File: src/rtl/cascade_prio_pkg.sv
package cascade_prio_pkg;

  typedef enum logic [1:0] {
    MODE_IDLE = 2'd0,
    MODE_CMP  = 2'd1,
    MODE_ACC  = 2'd2
  } pe_mode_t;

  typedef struct packed {
    logic loadCmp;
    logic loadAcc;
    logic showNew;
  } pe_strobe_t;

endpackage

File: src/rtl/cascade_prio_datapath.sv
module cascade_prio_datapath
  import cascade_prio_pkg::*;
#(
  parameter int DEPTH = 64,
  parameter int IDX_W = $clog2(DEPTH)
) (
  input  logic             clk,
  input  logic             rstN,
  input  logic [DEPTH-1:0] matchVec,
  input  logic [IDX_W-1:0] accessAddr,
  input  pe_strobe_t       strobes,
  output logic             anyHit,
  output logic [IDX_W-1:0] resultAddr
);

  localparam logic [IDX_W-1:0] MISS_CODE = '1;

  logic [IDX_W-1:0] winIdx;
  logic [IDX_W-1:0] pendAddr;

  // lowest set index wins: scan downward so the last assignment is the lowest
  always_comb begin
    winIdx = '0;
    for (int i = DEPTH - 1; i >= 0; i--) begin
      if (matchVec[i]) winIdx = IDX_W'(i);
    end
  end

  assign anyHit = |matchVec;

  always_ff @(posedge clk or negedge rstN) begin
    if (!rstN) begin
      pendAddr <= '0;
    end else if (strobes.loadCmp) begin
      pendAddr <= anyHit ? winIdx : MISS_CODE;
    end else if (strobes.loadAcc) begin
      pendAddr <= accessAddr;
    end
  end

  always_ff @(posedge clk or negedge rstN) begin
    if (!rstN) begin
      resultAddr <= '0;
    end else if (strobes.showNew) begin
      resultAddr <= pendAddr;
    end
  end

endmodule

File: src/rtl/cascade_prio_ctrl.sv
module cascade_prio_ctrl
  import cascade_prio_pkg::*;
#(
  parameter int DEPTH = 64
) (
  input  logic             clk,
  input  logic             rstN,
  input  logic             cmpStrobe,
  input  logic             accStrobe,
  input  logic             latchOpen,
  input  logic             anyHit,
  input  logic             matchInN,
  input  logic             oeN,
  input  logic             lastDevice,
  input  logic [DEPTH-1:0] validVec,
  input  logic             fullInN,
  output pe_strobe_t       strobes,
  output logic             busEnable,
  output logic             matchFlagN,
  output logic             fullFlagN
);

  pe_mode_t pendMode, shownMode;
  logic     pendHit, shownHit;
  logic     pendAbove, shownAbove;

  always_comb begin
    strobes.loadCmp = cmpStrobe;
    strobes.loadAcc = accStrobe && !cmpStrobe;
    strobes.showNew = latchOpen;
  end

  // capture stage
  always_ff @(posedge clk or negedge rstN) begin
    if (!rstN) begin
      pendMode   <= MODE_IDLE;
      pendHit    <= 1'b0;
      pendAbove  <= 1'b0;
      matchFlagN <= 1'b1;
    end else if (strobes.loadCmp) begin
      pendMode   <= MODE_CMP;
      pendHit    <= anyHit;
      pendAbove  <= !matchInN;
      matchFlagN <= !(anyHit || !matchInN);
    end else if (strobes.loadAcc) begin
      pendMode   <= MODE_ACC;
    end
  end

  // presentation latch stage
  always_ff @(posedge clk or negedge rstN) begin
    if (!rstN) begin
      shownMode  <= MODE_IDLE;
      shownHit   <= 1'b0;
      shownAbove <= 1'b0;
    end else if (strobes.showNew) begin
      shownMode  <= pendMode;
      shownHit   <= pendHit;
      shownAbove <= pendAbove;
    end
  end

  always_ff @(posedge clk or negedge rstN) begin
    if (!rstN) fullFlagN <= 1'b1;
    else       fullFlagN <= !((&validVec) && !fullInN);
  end

  always_comb begin
    unique case (shownMode)
      MODE_CMP: busEnable = shownAbove ? 1'b0 : (shownHit ? 1'b1 : lastDevice);
      MODE_ACC: busEnable = !oeN;
      default:  busEnable = 1'b0;
    endcase
  end

endmodule

File: src/rtl/cascade_prio_enc.sv
module cascade_prio_enc
  import cascade_prio_pkg::*;
#(
  parameter int DEPTH  = 64,
  parameter int PAGE_W = 4,
  parameter int IDX_W  = $clog2(DEPTH)
) (
  input  logic              clk,
  input  logic              rstN,
  input  logic [DEPTH-1:0]  matchVec,
  input  logic [DEPTH-1:0]  validVec,
  input  logic              cmpStrobe,
  input  logic              accStrobe,
  input  logic [IDX_W-1:0]  accessAddr,
  input  logic              latchOpen,
  input  logic              oeN,
  input  logic              matchInN,
  input  logic              fullInN,
  input  logic              lastDevice,
  input  logic [PAGE_W-1:0] pageCfg,
  output logic [IDX_W-1:0]  resultAddr,
  output logic [PAGE_W-1:0] pageOut,
  output logic              busEnable,
  output logic              matchFlagN,
  output logic              fullFlagN
);

  pe_strobe_t strobes;
  logic       anyHit;

  cascade_prio_ctrl #(.DEPTH(DEPTH)) ctrlInst (
    .clk(clk), .rstN(rstN), .cmpStrobe(cmpStrobe), .accStrobe(accStrobe),
    .latchOpen(latchOpen), .anyHit(anyHit), .matchInN(matchInN), .oeN(oeN),
    .lastDevice(lastDevice), .validVec(validVec), .fullInN(fullInN),
    .strobes(strobes), .busEnable(busEnable), .matchFlagN(matchFlagN),
    .fullFlagN(fullFlagN)
  );

  cascade_prio_datapath #(.DEPTH(DEPTH), .IDX_W(IDX_W)) dpInst (
    .clk(clk), .rstN(rstN), .matchVec(matchVec), .accessAddr(accessAddr),
    .strobes(strobes), .anyHit(anyHit), .resultAddr(resultAddr)
  );

  assign pageOut = busEnable ? pageCfg : '0;

endmodule

File: config.mk
export PLATFORM = sky130hd
export DESIGN_NAME = cascade_prio_enc
export DESIGN_NICKNAME = d
export VERILOG_FILES = /design/src/rtl/cascade_prio_pkg.sv /design/src/rtl/cascade_prio_datapath.sv /design/src/rtl/cascade_prio_ctrl.sv /design/src/rtl/cascade_prio_enc.sv
export SDC_FILE = /design/constraint.sdc
export NUM_CORES = 1
export LEC_CHECK = 0
export BUFFER_PORTS_ARGS = -buffer_cell sky130_fd_sc_hd__buf_2
export CORE_UTILIZATION = 39
export CTS_CLUSTER_SIZE = 10
export DETAILED_ROUTE_END_ITERATION = 6
export PLACE_DENSITY_LB_ADDON = 0.12
export SLEW_MARGIN = 10
export SYNTH_ARGS = -nofsm -noshare
export SYNTH_HDL_FRONTEND = slang
export SYNTH_SLANG_ARGS = --single-unit
export TNS_END_PERCENT = 5
File: constraint.sdc
create_clock -name clk -period 1.5 [get_ports clk]
set_input_delay 0.375 -clock clk [delete_from_list [all_inputs] [get_ports clk]]
set_output_delay 0.375 -clock clk [all_outputs]
set_load 0.1 [all_outputs]
==> impl_metrics.toml <==
[drt]
drtAntennaViolNets = 0
first_iter_violations = 133
firstDrtPassIters = 4
vias = 2884
drc = 0
drt-total-wl_mm = 7.01
viasPerCell = 5.17
drt-wirelength-per-cell_um = 12.6

[synthesis]
seq_area_frac_synth_pct = 28.4
synth_edf_count = 0
syn_area_um2 = 1950
synth-seq-cells = 22
ys_warn_count = 0
synthMostInstantiatedCell = "nor2_1"
synthTopCellsByCount = "25 x nor2_1, 20 x dfrtp_1, 20 x nand2_1"
synth_fp_nets = 397
syn_area_per_cell_um2 = 7.85
synth_area_leader_cell = "dfrtp_1"
ys_top_cells_by_area = "dfrtp_1 26%, nand4_1 6.1%, nor2_1 4.8%"
ys_types = 48
synth_cells = 248
synth_flop_cell = "dfrtp_1"
async_flop_share_pct = 100
synthDominantCellAreaShare_pct = 25.7

[setup_path]
path_buf_inv = 2
reg2reg_from = "dpInst.pendAddr[2]"
crit_cells = 6
reg2reg_to = "dpInst.pendAddr[2]"
path_class = "register to output pin"
worst-path-max-fanout = 5
crit_start = "ctrlInst.shownMode[1]"
cp.arrival_ns = 1.54
crit_chain = "inv_2 > ha_4 > o211ai_1 > a21oi_4 > and2_4 > buf_12"
r2r_slack_ns = 0.28
cpPeakStageDelay_ns = 0.39
cp-end-kind = "output pin"
endpoint = "pageOut[1]"
cp_top_family = "flip-flops"
worstSetupStartpointType = "register"
slowest_stage = "dfrtp_1"
worst_r2r_path_depth = 4
critPathRequiredTime_ns = 1.12

[clock_tree]
cts.reportedPaths.clkPinSlew_ns = 0.07
insertion_delay_ns = 0.26
cts_tree = "built"
cts_buffer_depth = 2
clock-root-buffer = "clkbuf_8"
numCtsBuffers = 3
cts_hold_buf = 0
cts_max_level = 1
cts_sinks = 22

[run]
cap_violations = 0

[cells_and_area]
nets = 641
fill_cells = 381
antenna_cells = 0
area_delta_synth_final_pct = 88.9
layout-drive-gt1-share_pct = 57.2
multi_input_area_um2 = 1390
regArea_um2 = 553

[pwr]
fin_total_pwr_mw = 2.05
p_leak_nw = 1.79
peakVddDrop_mv = 0.449
power_density_nw_per_um2 = 556

[global_route]
grt_pass1_vias = 2584
grt_pass1_wl_mm = 10.8
grt_antenna_before_repair = 0
overflow = 0
grt_usage_pct = 25.6
grt_start_max_net_pins = 23

[timing]
timing.fmax_mhz = 522
fin_ws_ns = -0.414
post-route-period-util_pct = 128
rsz0062_at_grt = "true"
tightest_slew_ns = 0.485
max_slew_margin_pct = 66.8
finalHoldViolCount = 0
setup_viol_count_final = 13
fin_skew_ns = 0.00279
fin_crit_ns = 1.91
fin_hold_ws_ns = 0.0607
slew_violations = 0

[die]
die_height_um = 72.6
dieArea_um2 = 5280
die_x_um = 72.6
ios = 160
coreArea_um2 = 4750
initial_utilization_pct = 40.9
num_rows = 25

[outcome]
violations = "negative setup slack"
status = "finished with violations"

[placement]
dp.final_hpwl_mm = 6.20
gp_congestion = 0.885
placement.io_buffers = 159

[min_path]
hold_path.class = "input port to async pin"
==> per-layer routing <==
layer  share of wire [%]  routed length (um)  GRT usage (%)
met4                0.94                  66           5.45
met2                  49                3400           43.3
met5                   0                   0              0
met3                 4.6                 325           2.62
met1                  46                3210           35.5
==> cell type report <==
type,instances,area share [%]
Multi-Input combinational cell,207,37.9
Timing Repair Buffer,242,41.6
Tap cell,67,2.28
Inverter,16,1.63
Sequential cell,22,15.0
Clock buffer,4,1.50
==> cells by family (layout without fill, tap and decap cells) <==
kind of cell,count (synthesis),count (layout),share of synthesized area [%]
simple gates,133,133,40.2
fa+ha+maj,2,2,1.29
flops,22,22,28.4
mux,10,10,5.60
compound gates,62,62,20.5
buf+inv,19,262,4.05
==> stage by stage <==
| stage | instances | util, % | cell area, um^2 | setup slack (ns) | TNS (ns) |
|---|---|---|---|---|---|
| detailed placement | 553 | 74.6 | 3550 | -0.811 | -6.02 |
| floorplan | 248 | - | 1970 | -0.629 | -6.36 |
| global route | 558 | 77.3 | 3680 | -0.484 | -5.27 |
| global placement | 553 | 74.6 | 3550 | -0.784 | -5.78 |
| finish | 558 | 77.3 | 3680 | -0.414 | -4.37 |
| CTS | 557 | 76.2 | 3620 | -0.405 | -4.30 |
==> registers in the layout (all words and copies together), names as in the netlist <==
register             count
ctrlInst.shownMode       2
ctrlInst.matchFlagN      1
ctrlInst.pendHit         1
ctrlInst.pendMode        2
ctrlInst.shownAbove      1
ctrlInst.pendAbove       1
ctrlInst.shownHit        1
dpInst.resultAddr        6
ctrlInst.fullFlagN       1
dpInst.pendAddr          6
==> repair_timing <==
action	4_1_cts	5_1_grt
gates resized for setup	5	6
setup endpoints to repair	13	13
pin swaps	5	4
buffers inserted	0	1
==> report_power, final <==
part	internal, mW	leakage [nW]	switching (mW)	total [mW]
Combinational	0.429	1.50	0.527	0.956
Sequential	0.644	0.265	0.0284	0.672
Clock	0.234	0.0288	0.183	0.417
Total	1.31	1.79	0.738	2.05
==> cell usage in the layout (no fill, tap or decap), types with 6 or more instances in the layout <==
cell / instances
a21oi_1: 12
buf_12: 7
buf_2: 151
buf_4: 83
dfrtp_1: 20
inv_1: 13
mux2_2: 7
nand2_1: 20
nand4_1: 19
nor2_1: 25
nor3_1: 15
nor4_1: 12
o21ai_0: 12
o21ai_1: 6
==> worst min path at each step <==
stage / slack, ns / to / cells after the start / start
finish: 0.06 / ctrlInst.shownMode[0] / 1 / rstN
global route: 0.08 / ctrlInst.shownMode[0] / 1 / rstN
CTS: 0.07 / ctrlInst.shownAbove / 1 / rstN
detailed placement: 0.36 / ctrlInst.shownMode[0] / 1 / rstN
global placement: 0.36 / ctrlInst.shownAbove / 1 / rstN
floorplan: 0.08 / ctrlInst.pendAbove / 0 / rstN
Power figures use the tool's default switching activity.
